### src/rtl/pwr_mode_pkg.sv
package pwr_mode_pkg;

   typedef enum logic [2:0] {
      MODE_RUN   = 3'd0,
      MODE_SLOW  = 3'd1,
      MODE_WFI   = 3'd2,
      MODE_LPWFI = 3'd3,
      MODE_STOP  = 3'd4,
      MODE_WAKE  = 3'd5,
      MODE_HALT  = 3'd6
   } pwr_mode_e;

   typedef struct packed {
      logic cpu_en;
      logic per_en;
      logic div_sel;
      logic osc_en;
      logic wdg_run;
   } clk_ctrl_t;

   function automatic clk_ctrl_t mode_clocks(input pwr_mode_e m);
      clk_ctrl_t c;
      unique case (m)
         MODE_RUN:   c = '{cpu_en: 1'b1, per_en: 1'b1, div_sel: 1'b0, osc_en: 1'b1, wdg_run: 1'b1};
         MODE_SLOW:  c = '{cpu_en: 1'b1, per_en: 1'b1, div_sel: 1'b1, osc_en: 1'b1, wdg_run: 1'b1};
         MODE_WFI:   c = '{cpu_en: 1'b0, per_en: 1'b1, div_sel: 1'b0, osc_en: 1'b1, wdg_run: 1'b1};
         MODE_LPWFI: c = '{cpu_en: 1'b0, per_en: 1'b1, div_sel: 1'b1, osc_en: 1'b1, wdg_run: 1'b1};
         MODE_WAKE:  c = '{cpu_en: 1'b0, per_en: 1'b0, div_sel: 1'b0, osc_en: 1'b1, wdg_run: 1'b0};
         default:    c = '{cpu_en: 1'b0, per_en: 1'b0, div_sel: 1'b0, osc_en: 1'b0, wdg_run: 1'b0};
      endcase
      return c;
   endfunction

   function automatic logic cpu_active(input pwr_mode_e m);
      return (m == MODE_RUN) || (m == MODE_SLOW);
   endfunction

endpackage

### src/rtl/pwr_stop_unlock.sv
module pwr_stop_unlock #(
   parameter int                 SEQ_LEN     = 3,
   parameter logic [SEQ_LEN-1:0] SEQ_PATTERN = 3'b101
) (
   input  logic clk,
   input  logic rst_n,
   input  logic arm_i,
   input  logic wr_en_i,
   input  logic wr_bit_i,
   output logic fire_o
);
   localparam int IDX_W = (SEQ_LEN > 2) ? $clog2(SEQ_LEN) : 1;
   localparam logic [IDX_W-1:0] LAST_IDX = IDX_W'(SEQ_LEN - 1);

   logic [IDX_W-1:0] idx_q;
   logic             exp_bit;
   logic             match;

   // first write is compared against the most significant pattern bit
   assign exp_bit = SEQ_PATTERN[LAST_IDX - idx_q];
   assign match   = arm_i && wr_en_i && (wr_bit_i == exp_bit);
   assign fire_o  = match && (idx_q == LAST_IDX);

   always_ff @(posedge clk or negedge rst_n) begin
      if (!rst_n) begin
         idx_q <= '0;
      end else if (!arm_i) begin
         idx_q <= '0;
      end else if (wr_en_i) begin
         if (!match || fire_o) idx_q <= '0;
         else                  idx_q <= idx_q + 1'b1;
      end
   end
endmodule

### src/rtl/pwr_wake_detect.sv
module pwr_wake_detect #(
   parameter int N_LINES     = 16,
   parameter int SYNC_STAGES = 2
) (
   input  logic               clk,
   input  logic               rst_n,
   input  logic [N_LINES-1:0] lines_i,
   input  logic               nmi_i,
   output logic               wake_o
);
   localparam int VEC_W = N_LINES + 1;

   logic [VEC_W-1:0] raw;
   logic [VEC_W-1:0] synced;

   assign raw = {nmi_i, lines_i};

   generate
      if (SYNC_STAGES == 0) begin : g_direct
         assign synced = raw;
      end else begin : g_sync
         logic [VEC_W-1:0] stage_q [SYNC_STAGES];
         for (genvar s = 0; s < SYNC_STAGES; s++) begin : g_stage
            always_ff @(posedge clk or negedge rst_n) begin
               if (!rst_n) stage_q[s] <= '0;
               else if (s == 0) stage_q[s] <= raw;
               else stage_q[s] <= stage_q[(s > 0) ? s - 1 : 0];
            end
         end
         assign synced = stage_q[SYNC_STAGES-1];
      end
   endgenerate

   assign wake_o = |synced;
endmodule

### src/rtl/pwr_stab_timer.sv
module pwr_stab_timer #(
   parameter int STAB_CYCLES = 20000
) (
   input  logic clk,
   input  logic rst_n,
   input  logic active_i,
   input  logic osc_ok_i,
   output logic done_o
);
   localparam int CNT_W = (STAB_CYCLES > 2) ? $clog2(STAB_CYCLES) : 1;
   localparam logic [CNT_W-1:0] LAST = CNT_W'(STAB_CYCLES - 1);

   logic [CNT_W-1:0] cnt_q;

   assign done_o = active_i && osc_ok_i && (cnt_q == LAST);

   always_ff @(posedge clk or negedge rst_n) begin
      if (!rst_n) begin
         cnt_q <= '0;
      end else if (!active_i || done_o) begin
         cnt_q <= '0;
      end else if (osc_ok_i) begin
         cnt_q <= cnt_q + 1'b1;
      end
   end
endmodule

### src/rtl/pwr_mode_fsm.sv
module pwr_mode_fsm
   import pwr_mode_pkg::*;
(
   input  logic      clk,
   input  logic      rst_n,
   input  logic      run_req_i,
   input  logic      slow_req_i,
   input  logic      wfi_req_i,
   input  logic      halt_req_i,
   input  logic      unlock_fire_i,
   input  logic      nmi_i,
   input  logic      int_ack_i,
   input  logic      wake_i,
   input  logic      wdg_enabled_i,
   input  logic      stab_done_i,
   output pwr_mode_e mode_o,
   output logic      stop_entry_o
);
   pwr_mode_e mode_q, mode_d;
   logic      resume_slow_q, resume_slow_d;
   logic      halt_ok;
   logic      stop_ok;

   assign halt_ok      = halt_req_i && !wdg_enabled_i;
   assign stop_ok      = unlock_fire_i && !nmi_i;
   assign stop_entry_o = cpu_active(mode_q) && !halt_ok && stop_ok;

   always_comb begin
      mode_d        = mode_q;
      resume_slow_d = resume_slow_q;
      unique case (mode_q)
         MODE_RUN: begin
            if (halt_ok)         mode_d = MODE_HALT;
            else if (stop_ok)    begin mode_d = MODE_STOP; resume_slow_d = 1'b0; end
            else if (wfi_req_i)  mode_d = MODE_WFI;
            else if (slow_req_i) mode_d = MODE_SLOW;
         end
         MODE_SLOW: begin
            if (halt_ok)         mode_d = MODE_HALT;
            else if (stop_ok)    begin mode_d = MODE_STOP; resume_slow_d = 1'b1; end
            else if (wfi_req_i)  mode_d = MODE_LPWFI;
            else if (run_req_i)  mode_d = MODE_RUN;
         end
         MODE_WFI:   if (int_ack_i) mode_d = MODE_RUN;
         MODE_LPWFI: if (int_ack_i) mode_d = MODE_SLOW;
         MODE_STOP:  if (wake_i)    mode_d = MODE_WAKE;
         MODE_WAKE:  if (stab_done_i) mode_d = resume_slow_q ? MODE_SLOW : MODE_RUN;
         default:    mode_d = MODE_HALT;
      endcase
   end

   always_ff @(posedge clk or negedge rst_n) begin
      if (!rst_n) begin
         mode_q        <= MODE_RUN;
         resume_slow_q <= 1'b0;
      end else begin
         mode_q        <= mode_d;
         resume_slow_q <= resume_slow_d;
      end
   end

   assign mode_o = mode_q;
endmodule

### src/rtl/pwr_mode_seq.sv
module pwr_mode_seq
   import pwr_mode_pkg::*;
#(
   parameter int                 N_WAKE      = 16,
   parameter int                 WAKE_SYNC   = 2,
   parameter int                 STAB_CYCLES = 20000,
   parameter int                 SEQ_LEN     = 3,
   parameter logic [SEQ_LEN-1:0] SEQ_PATTERN = 3'b101
) (
   input  logic              clk,
   input  logic              rst_n,
   input  logic              run_req_i,
   input  logic              slow_req_i,
   input  logic              wfi_req_i,
   input  logic              halt_req_i,
   input  logic              stop_wr_en_i,
   input  logic              stop_wr_bit_i,
   input  logic              pll_wr_en_i,
   input  logic              pll_wr_bit_i,
   input  logic              int_ack_i,
   input  logic [N_WAKE-1:0] wake_lines_i,
   input  logic              nmi_i,
   input  logic              wdg_enabled_i,
   input  logic              osc_running_i,
   output logic              cpu_clk_en_o,
   output logic              per_clk_en_o,
   output logic              clk_div_sel_o,
   output logic              pll_sel_o,
   output logic              osc_en_o,
   output logic              wdg_cnt_en_o,
   output logic [2:0]        mode_o
);
   generate
      if (N_WAKE < 1)       begin : g_bad_wake  $error("N_WAKE must be at least 1");      end
      if (WAKE_SYNC < 0)    begin : g_bad_sync  $error("WAKE_SYNC must not be negative"); end
      if (STAB_CYCLES < 2)  begin : g_bad_stab  $error("STAB_CYCLES must be at least 2"); end
      if (SEQ_LEN < 2)      begin : g_bad_seq   $error("SEQ_LEN must be at least 2");     end
   endgenerate

   pwr_mode_e mode;
   clk_ctrl_t ctl;
   logic      unlock_fire;
   logic      wake;
   logic      stab_done;
   logic      stop_entry;
   logic      pll_q;

   pwr_stop_unlock #(
      .SEQ_LEN     (SEQ_LEN),
      .SEQ_PATTERN (SEQ_PATTERN)
   ) i_unlock (
      .clk      (clk),
      .rst_n    (rst_n),
      .arm_i    (cpu_active(mode)),
      .wr_en_i  (stop_wr_en_i),
      .wr_bit_i (stop_wr_bit_i),
      .fire_o   (unlock_fire)
   );

   pwr_wake_detect #(
      .N_LINES     (N_WAKE),
      .SYNC_STAGES (WAKE_SYNC)
   ) i_wake (
      .clk     (clk),
      .rst_n   (rst_n),
      .lines_i (wake_lines_i),
      .nmi_i   (nmi_i),
      .wake_o  (wake)
   );

   pwr_stab_timer #(
      .STAB_CYCLES (STAB_CYCLES)
   ) i_stab (
      .clk      (clk),
      .rst_n    (rst_n),
      .active_i (mode == MODE_WAKE),
      .osc_ok_i (osc_running_i),
      .done_o   (stab_done)
   );

   pwr_mode_fsm i_fsm (
      .clk           (clk),
      .rst_n         (rst_n),
      .run_req_i     (run_req_i),
      .slow_req_i    (slow_req_i),
      .wfi_req_i     (wfi_req_i),
      .halt_req_i    (halt_req_i),
      .unlock_fire_i (unlock_fire),
      .nmi_i         (nmi_i),
      .int_ack_i     (int_ack_i),
      .wake_i        (wake),
      .wdg_enabled_i (wdg_enabled_i),
      .stab_done_i   (stab_done),
      .mode_o        (mode),
      .stop_entry_o  (stop_entry)
   );

   // clock source falls back to the oscillator on stop entry
   always_ff @(posedge clk or negedge rst_n) begin
      if (!rst_n)                                pll_q <= 1'b0;
      else if (stop_entry)                       pll_q <= 1'b0;
      else if (pll_wr_en_i && cpu_active(mode))  pll_q <= pll_wr_bit_i;
   end

   assign ctl           = mode_clocks(mode);
   assign cpu_clk_en_o  = ctl.cpu_en;
   assign per_clk_en_o  = ctl.per_en;
   assign clk_div_sel_o = ctl.div_sel;
   assign osc_en_o      = ctl.osc_en;
   assign wdg_cnt_en_o  = ctl.wdg_run && wdg_enabled_i;
   assign pll_sel_o     = pll_q;
   assign mode_o        = mode;
endmodule

### config.mk
export PLATFORM = sky130hd
export DESIGN_NAME = pwr_mode_seq
export DESIGN_NICKNAME = d
export VERILOG_FILES = /design/src/rtl/pwr_mode_pkg.sv /design/src/rtl/pwr_stop_unlock.sv /design/src/rtl/pwr_wake_detect.sv /design/src/rtl/pwr_stab_timer.sv /design/src/rtl/pwr_mode_fsm.sv /design/src/rtl/pwr_mode_seq.sv
export SDC_FILE = /design/constraint.sdc
export NUM_CORES = 1
export LEC_CHECK = 0
export BUFFER_PORTS_ARGS = -buffer_cell sky130_fd_sc_hd__buf_4
export CORE_MARGIN = 2
export CORE_UTILIZATION = 58
export CTS_BUF_LIST = sky130_fd_sc_hd__clkbuf_16
export CTS_CLUSTER_SIZE = 12
export DETAILED_ROUTE_END_ITERATION = 16
export GPL_TIMING_DRIVEN = 0
export HOLD_SLACK_MARGIN = 0.15
export MAX_ROUTING_LAYER = met4
export PLACE_DENSITY = 0.92
export SLEW_MARGIN = 20
export SYNTH_ARGS = -nofsm -noshare
export SYNTH_HDL_FRONTEND = slang
export SYNTH_SLANG_ARGS = --single-unit
### constraint.sdc
create_clock -name clk -period 4.11 [get_ports clk]
set_clock_uncertainty 0.1 [all_clocks]
set_input_delay 0 -clock clk [delete_from_list [all_inputs] [get_ports clk]]
set_output_delay 0 -clock clk [all_outputs]
set_load 0.02 [all_outputs]
Word level (Yosys, flattened, before mapping):

Index checks and enable logic that the tools add are counted.

* register bits after elaboration: 56
* output and inout port bits: 9
* logic and storage cells: 85
* bits of input ports: 30

* order comparisons: 1
* add/sub/neg operators: 3
* equality and inequality tests: 19
* reductions and logical operators: 26
* muxes and demuxes: 29

Operator list (count)
* $mux 3: 12
* $mux 15: 2
* $pmux 5 s5: 1
* $pmux 3 s6: 1
* $reduce_or 17->1: 1
* $add 15x1->15 const B: 1
* $eq 15x15->1 const B: 1
* $ne 2x2->1 const B: 6
* $logic_and 1x1->1: 11
* $ne 5x3->1 const B: 2
* $mux 1: 8
* $eq 3x2->1 const B: 2
* $eq 3x3->1 const B: 2
* $mux 2: 3
* $ne 2x1->1 const B: 3
* $reduce_and 6->1: 1
* $reduce_bool 2->1: 3
* $logic_not 1->1: 5
* $reduce_and 5->1: 1
* $eq 3x1->1 const B: 1
* $logic_not 3->1: 1
* $logic_or 1x1->1: 3
* $lt 2x3->1 const B: 1
* $add 2x1->2 const B: 1
* other kinds (5): 5

Longest topological paths before layout:

* word-level depth: 10
* mapped depth: 7
* gate-level depth less buffers: 7

Modules after synthesis:

Synthesis repeated with hierarchy kept, for this count alone.

* cell total of the unflattened synthesis: 176
* area, all modules: 2237.1 µm²

By module, submodules not included
* pwr_wake_detect: area an instance 887.1 µm², cells an instance 40, instances 1, sequential area each 850.8 µm²
* pwr_stab_timer: area an instance 790.8 µm², cells an instance 76, instances 1, sequential area each 375.4 µm²
* pwr_mode_fsm: area an instance 325.3 µm², cells an instance 35, instances 1, sequential area each 100.1 µm²
* pwr_stop_unlock: area an instance 136.4 µm², cells an instance 12, instances 1, sequential area each 50.0 µm²
* pwr_mode_seq: area an instance 97.6 µm², cells an instance 13, instances 1, sequential area each 25.0 µm²

Worst setup path after synthesis:

Ideal clock, no wire load.

* kind: reg-to-reg
* start point: register i_fsm.mode_q[2], in the netlist i_fsm.mode_o[2]
* end point: register i_fsm.mode_q[0], in the netlist i_fsm.mode_o[0]
* library setup time: 0.136 ns
* path buffers: 1
* setup slack: 2.070 ns
* cell stages (with the launch flop): 7
* arrival time: 1.803 ns
* clock period less this slack: 2.040 ns
* path through: dfrtp_1 > clkbuf_1 > or2_2 > nor4_2 > a21oi_1 > o311ai_0 > mux2i_1

* longest elaborated chain between the ends: 9
* elaborated cells between the ends (all ways): 25
* those cells by class: eq/ne (11); mux (5); reduce/logical (9)

Ends and longest elaborated chain
* start: declaration: line pwr_mode_fsm.sv:19 `pwr_mode_e mode_q, mode_d;`
* start signal: assignment: line pwr_mode_fsm.sv:57 `mode_q <= mode_d;`
* $eq 3x1->1 or $logic_not 3->1 (tied branches): line pwr_mode_pkg.sv:35, pwr_mode_fsm.sv:31
* $logic_or 1x1->1: line pwr_mode_pkg.sv:35 `return (m == MODE_RUN) || (m == MODE_SLOW);`
* $logic_and 1x1->1 (2 in a row): line pwr_stop_unlock.sv:21 `assign match = arm_i && wr_en_i && (wr_bit_i == exp_bit);`
* $logic_and 1x1->1: line pwr_stop_unlock.sv:22 `assign fire_o = match && (idx_q == LAST_IDX);`
* $logic_and 1x1->1: line pwr_mode_fsm.sv:25 `assign stop_ok = unlock_fire_i && !nmi_i;`
* $mux 3 (on tied branches): line pwr_mode_fsm.sv:40, pwr_mode_fsm.sv:34
* $mux 3 (on tied branches): line pwr_mode_fsm.sv:39, pwr_mode_fsm.sv:33
* $pmux 3 s6: line pwr_mode_fsm.sv:31 `unique case (mode_q)`

Several ways; a longest one is shown, not always the timed one.
A chain may end at the register's enable or synchronous reset.

Worst setup path in the final report:

* start point: register i_fsm.mode_q[2], in the netlist i_fsm.mode_o[2]
* end point: register pll_q, in the netlist pll_sel_o

* longest elaborated chain between the ends: 8
* elaborated cells between the ends (all ways): 12
* those cells by class: eq/ne (1); mux (1); reduce/logical (10)

Ends and longest elaborated chain
* $eq 3x1->1 or $logic_not 3->1 (tied branches): line pwr_mode_pkg.sv:35
* $logic_or 1x1->1 *: line pwr_mode_pkg.sv:35
* $logic_and 1x1->1 (2 in a row): line pwr_stop_unlock.sv:21
* $logic_and 1x1->1: line pwr_stop_unlock.sv:22
* $logic_and 1x1->1: line pwr_mode_fsm.sv:25
* $logic_and 1x1->1: line pwr_mode_fsm.sv:26 `assign stop_entry_o = cpu_active(mode_q) && !halt_ok && stop_ok;`
* $mux 1 or $reduce_bool 2->1 (tied branches)
* end signal: assignment: line pwr_mode_seq.sv:102 `else if (pll_wr_en_i && cpu_active(mode)) pll_q <= pll_wr_bit_i;`
* end: declaration: line pwr_mode_seq.sv:46 `logic pll_q;`

Every way passes the cells marked *; elsewhere a longest branch is shown, timed or not.

==> flow_results.xml <==
<?xml version="1.0" encoding="UTF-8"?>
<metrics>
  <group name="outcome">
    <metric name="outcome" unit="">complete, no violations</metric>
  </group>
  <group name="sta">
    <metric name="timing.slew.headroom" unit="">0.5572</metric>
    <metric name="hold_ws" unit="ns">0.1852</metric>
    <metric name="maxClockFrequency" unit="MHz">374.2</metric>
    <metric name="min_period_over_period" unit="">0.6502</metric>
    <metric name="final_period_minus_worst_setup_slack" unit="ns">2.672</metric>
    <metric name="timing.final.max_slew_violations" unit="">0</metric>
    <metric name="fin_tns_setup" unit="ns">0</metric>
    <metric name="setup_slack" unit="ns">1.438</metric>
    <metric name="setup_viol" unit="">0</metric>
    <metric name="final_hold_viol_count" unit="">0</metric>
    <metric name="worst-slew-pin-transition" unit="ns">0.6641</metric>
    <metric name="rsz0062_at_grt" unit="">false</metric>
  </group>
  <group name="placement">
    <metric name="dpl.hpwl" unit="microns">2581</metric>
    <metric name="routabilityCongestion" unit="">0.8015</metric>
    <metric name="placement.setup.worst_slack" unit="ns">1.943</metric>
    <metric name="port-buffer-count" unit="">37</metric>
  </group>
  <group name="pwr">
    <metric name="seq_power_share" unit="">0.511</metric>
    <metric name="netSwitchingPower" unit="uW">230.2</metric>
    <metric name="p_leak" unit="uW">0.001321</metric>
    <metric name="total_power" unit="uW">1135</metric>
    <metric name="combinationalPowerShare" unit="">0.074</metric>
    <metric name="sw_frac_of_total" unit="">0.2029</metric>
    <metric name="ir_drop" unit="V">0.0004805</metric>
    <metric name="power.density" unit="mW/mm^2">390.4</metric>
    <metric name="clkPwrFrac" unit="">0.415</metric>
    <metric name="p_int" unit="uW">904.4</metric>
  </group>
  <group name="final_layout">
    <metric name="layout-area-overhead-vs-synth" unit="%">38.85</metric>
    <metric name="fin_nets" unit="">277</metric>
    <metric name="drive_gt1_frac" unit="">0.1992</metric>
    <metric name="final_util" unit="">0.8575</metric>
    <metric name="n_antenna_cell" unit="">0</metric>
  </group>
  <group name="detailed_routing">
    <metric name="detail_route.drc_violations" unit="">0</metric>
    <metric name="wl_per_cell" unit="microns">15.83</metric>
    <metric name="dr_total_vias" unit="">1520</metric>
    <metric name="detail_route.first_pass.iterations" unit="">4</metric>
    <metric name="remaining_antenna_violation_count" unit="">0</metric>
    <metric name="totalWireLength" unit="microns">4622</metric>
    <metric name="detailedRoute.firstIterationViolations" unit="">88</metric>
    <metric name="avgViaCountPerCell" unit="">5.205</metric>
  </group>
  <group name="clock_tree">
    <metric name="clk_sinks" unit="">56</metric>
    <metric name="post_cts_hold_buffer_count" unit="">31</metric>
    <metric name="clk_pin_slew_worst_paths" unit="ns">0.07</metric>
    <metric name="tritoncts" unit="">built</metric>
    <metric name="clock_path_buffers" unit="">2</metric>
    <metric name="cts.htree.levels" unit="">2</metric>
    <metric name="postCtsSetupRepairBufs" unit="">0</metric>
    <metric name="clock_insertion_delay_at_the_later_pin_of_the_skew_report" unit="ns">0.29</metric>
    <metric name="post_cts_gate_resize_count" unit="">0</metric>
    <metric name="clockRootBuffer" unit="">sky130_fd_sc_hd__clkbuf_16</metric>
    <metric name="cts_inserted_buffers" unit="">5</metric>
  </group>
  <group name="critical_path">
    <metric name="crit_type" unit="">flip-flop to flip-flop</metric>
    <metric name="critical_path_buf_inv_count" unit="">4</metric>
    <metric name="critical_path.most_common_cell" unit="">sky130_fd_sc_hd__dlygate4sd3_1</metric>
    <metric name="critical_path.startpoint_type" unit="">flip-flop</metric>
    <metric name="timing.critical_path.required" unit="ns">4.18</metric>
    <metric name="path_cells" unit="">clkbuf_1 &gt; or2_2 &gt; inv_1 &gt; nand2_1 &gt; mux2i_1 &gt; dlygate4sd3_1 &gt; a21oi_1 &gt; dlygate4sd3_1</metric>
    <metric name="timing.critical_path.fanout_max" unit="">10</metric>
    <metric name="critPathTopFamily" unit="">buffers and inverters</metric>
    <metric name="category_of_the_worst_setup_path_capture_point" unit="">flip-flop</metric>
    <metric name="worst_path_largest_cell_delay" unit="ns">0.58</metric>
    <metric name="critical_path_arrival" unit="ns">2.74</metric>
    <metric name="critPathSlowestCell" unit="">sky130_fd_sc_hd__dlygate4sd3_1</metric>
  </group>
  <group name="floorplanning">
    <metric name="die_area" unit="sq mm">0.004106</metric>
    <metric name="placeableCoreArea" unit="sq mm">0.003390</metric>
    <metric name="floorplan.initialDensity" unit="">0.6176</metric>
    <metric name="top_level_pins" unit="">39</metric>
    <metric name="chip_height" unit="microns">64.08</metric>
    <metric name="fp-row-count" unit="">21</metric>
    <metric name="die_w" unit="microns">64.08</metric>
  </group>
  <group name="synth">
    <metric name="synth_cell_types" unit="">32</metric>
    <metric name="synth_edf_count" unit="">0</metric>
    <metric name="synthesis.yosys.warnings" unit="">0</metric>
    <metric name="synth_fp_nets" unit="">202</metric>
    <metric name="async_flop_share" unit="">1.000</metric>
    <metric name="synth_seq_area_share" unit="">0.6695</metric>
    <metric name="syn-cell-area" unit="sq mm">0.002093</metric>
    <metric name="ys_seq_elements" unit="">56</metric>
    <metric name="synth_ff_type" unit="">sky130_fd_sc_hd__dfrtp_1</metric>
    <metric name="syn_inst" unit="">170</metric>
    <metric name="syn_area_per_cell" unit="sq um">12.31</metric>
  </group>
  <group name="flow_run">
    <metric name="drv.max_cap_violation_count" unit="">0</metric>
  </group>
  <group name="grt">
    <metric name="grt_first_pass_wirelength" unit="microns">7783</metric>
    <metric name="grt_usage" unit="">0.2666</metric>
    <metric name="grt_start_max_net_pins" unit="">57</metric>
    <metric name="antenna_found_initial" unit="">0</metric>
    <metric name="grt_pass1_vias" unit="">1595</metric>
    <metric name="global_route.overflow_total" unit="">0</metric>
  </group>
  <group name="worst_hold_path">
    <metric name="min-delay-path-class" unit="">input pin to asynchronous set/reset pin</metric>
  </group>
</metrics>
## cells in the mapped netlist (2+ instances only)
cell                       count  area share
sky130_fd_sc_hd__dfrtp_1      56        0.67
sky130_fd_sc_hd__and3_1        2      0.0060
sky130_fd_sc_hd__nand2b_1      3      0.0090
sky130_fd_sc_hd__nand3_1       6       0.014
sky130_fd_sc_hd__mux2i_1       6       0.029
sky130_fd_sc_hd__xor2_1        9       0.038
sky130_fd_sc_hd__nor3_1        3      0.0072
sky130_fd_sc_hd__nor4_1        5       0.015
sky130_fd_sc_hd__nor2_1       24       0.043
sky130_fd_sc_hd__inv_1         7       0.013
sky130_fd_sc_hd__nand4_1       4       0.012
sky130_fd_sc_hd__clkbuf_1      2      0.0036
sky130_fd_sc_hd__o21ai_0       5       0.012
sky130_fd_sc_hd__nand2_1      10       0.018
sky130_fd_sc_hd__xnor2_1       6       0.025
sky130_fd_sc_hd__buf_4         2      0.0072
sky130_fd_sc_hd__ha_1          2       0.012
sky130_fd_sc_hd__or4_1         2      0.0072
sky130_fd_sc_hd__a21oi_1       3      0.0072
## path summary, 6_finish.rpt
path,start,endpoint,slack (ns),cells past startpoint
worst max-delay path,i_fsm.mode_o[2],pll_sel_o,1.44,8
worst min-delay path,rst_n,i_fsm.resume_slow_q,0.19,2
worst max register to register,i_fsm.mode_o[2],pll_sel_o,1.44,8
worst min register to register,i_wake.g_sync.stage_q[31],i_wake.synced[14],0.25,0
max in group asynchronous,rst_n,pll_sel_o,3.28,2
min in group clk,slow_req_i,i_fsm.mode_o[0],0.19,6
## power by group through the flow
stage	logic, uW	clock network [uW]	registers, uW
2_1_floorplan	19.2	0	589
3_3_place_gp	59.8	0	588
3_5_place_dp	61.6	0	589
4_1_cts	83.4	477	579
5_1_grt	93.1	500	581
6_report	84.2	471	580
## cell usage in the layout, fill, tap and decap left out
cell,Yosys,routed
sky130_fd_sc_hd__and3_1,2,2
sky130_fd_sc_hd__ha_1,2,2
sky130_fd_sc_hd__o31a_1,1,1
sky130_fd_sc_hd__or4_1,2,2
sky130_fd_sc_hd__nand4_1,4,4
sky130_fd_sc_hd__clkbuf_16,0,5
sky130_fd_sc_hd__o311ai_0,1,1
sky130_fd_sc_hd__or3b_1,1,1
sky130_fd_sc_hd__a31oi_1,1,1
sky130_fd_sc_hd__o21ai_0,5,5
sky130_fd_sc_hd__xor2_1,9,9
sky130_fd_sc_hd__nor2b_1,1,1
sky130_fd_sc_hd__nand4bb_1,1,1
sky130_fd_sc_hd__clkbuf_1,2,2
sky130_fd_sc_hd__nor3_1,3,3
sky130_fd_sc_hd__or2_2,1,1
sky130_fd_sc_hd__a32oi_1,1,1
sky130_fd_sc_hd__or3_1,1,1
sky130_fd_sc_hd__nand3_1,6,6
sky130_fd_sc_hd__mux2i_1,6,6
sky130_fd_sc_hd__nand3_2,1,1
sky130_fd_sc_hd__inv_1,7,8
sky130_fd_sc_hd__nand2b_1,3,3
sky130_fd_sc_hd__dlygate4sd3_1,0,31
sky130_fd_sc_hd__dfrtp_1,56,56
sky130_fd_sc_hd__inv_6,0,1
sky130_fd_sc_hd__nor4_1,5,5
sky130_fd_sc_hd__a21oi_1,3,3
sky130_fd_sc_hd__a2bb2oi_1,1,1
sky130_fd_sc_hd__nor2_1,24,24
sky130_fd_sc_hd__nor4_2,1,1
sky130_fd_sc_hd__bufinv_16,0,1
sky130_fd_sc_hd__and4_1,1,1
sky130_fd_sc_hd__buf_4,2,39
sky130_fd_sc_hd__nand2_1,10,10
sky130_fd_sc_hd__xnor2_1,6,6
## layer usage
metal,vias to the layer above,global-route usage,part of all wire
met1,730,0.3300,0.40
met3,8,0.05282,0.043
met5,-,-,0
li1,732,-,-
met2,50,0.4440,0.53
met4,0,0.08696,0.020
## worst register-to-register path: cells and delay by family (launching register included)
family | cells | cell delay, ns
buffers and inverters | 4 | 1.46
and+or+nand+nor | 2 | 0.44
DFF | 1 | 0.38
muxes | 1 | 0.14
AOI/OAI and AO/OA | 1 | 0.04
## flip-flops by register name, indices dropped and copies added (netlist names)
register	flops
i_unlock.idx_q	2
i_fsm.resume_slow_q	1
pll_sel_o	1
i_wake.synced	17
i_stab.cnt_q	15
i_wake.g_sync.stage_q	17
i_fsm.mode_o	3
## through the flow
step                      instances  cell area (sq um)
final                           292               2907
after global routing            292               2907
after CTS                       292               2907
after detailed placement        253               2429
after global placement          253               2429
after floorplan                 170               2093
## cell families (layout without fill, tap and decap cells)
| family | count (synthesis) | in the layout | share of synthesized area |
|---|---|---|---|
| and+or+nand+nor | 67 | 67 | 0.1650 |
| muxes | 6 | 6 | 0.02869 |
| DFF | 56 | 56 | 0.6695 |
| adders and majority gates | 2 | 2 | 0.01195 |
| AOI/OAI and AO/OA | 13 | 13 | 0.03885 |
| xor gates and xnor gates | 15 | 15 | 0.06276 |
| buffers and inverters | 11 | 87 | 0.02331 |
## layout make-up
type | instances | area (sq um)
buffer | 4 | 22.52
tap | 46 | 57.56
clock buffer | 5 | 125.1
sequential | 56 | 1401
multi-input combinational | 103 | 643.1
fill | 157 | 483.0
inverter | 7 | 26.28
clock inverter | 3 | 42.54
timing repair buffer | 68 | 588.1
No activity file was read; power rests on OpenSTA's default activity.
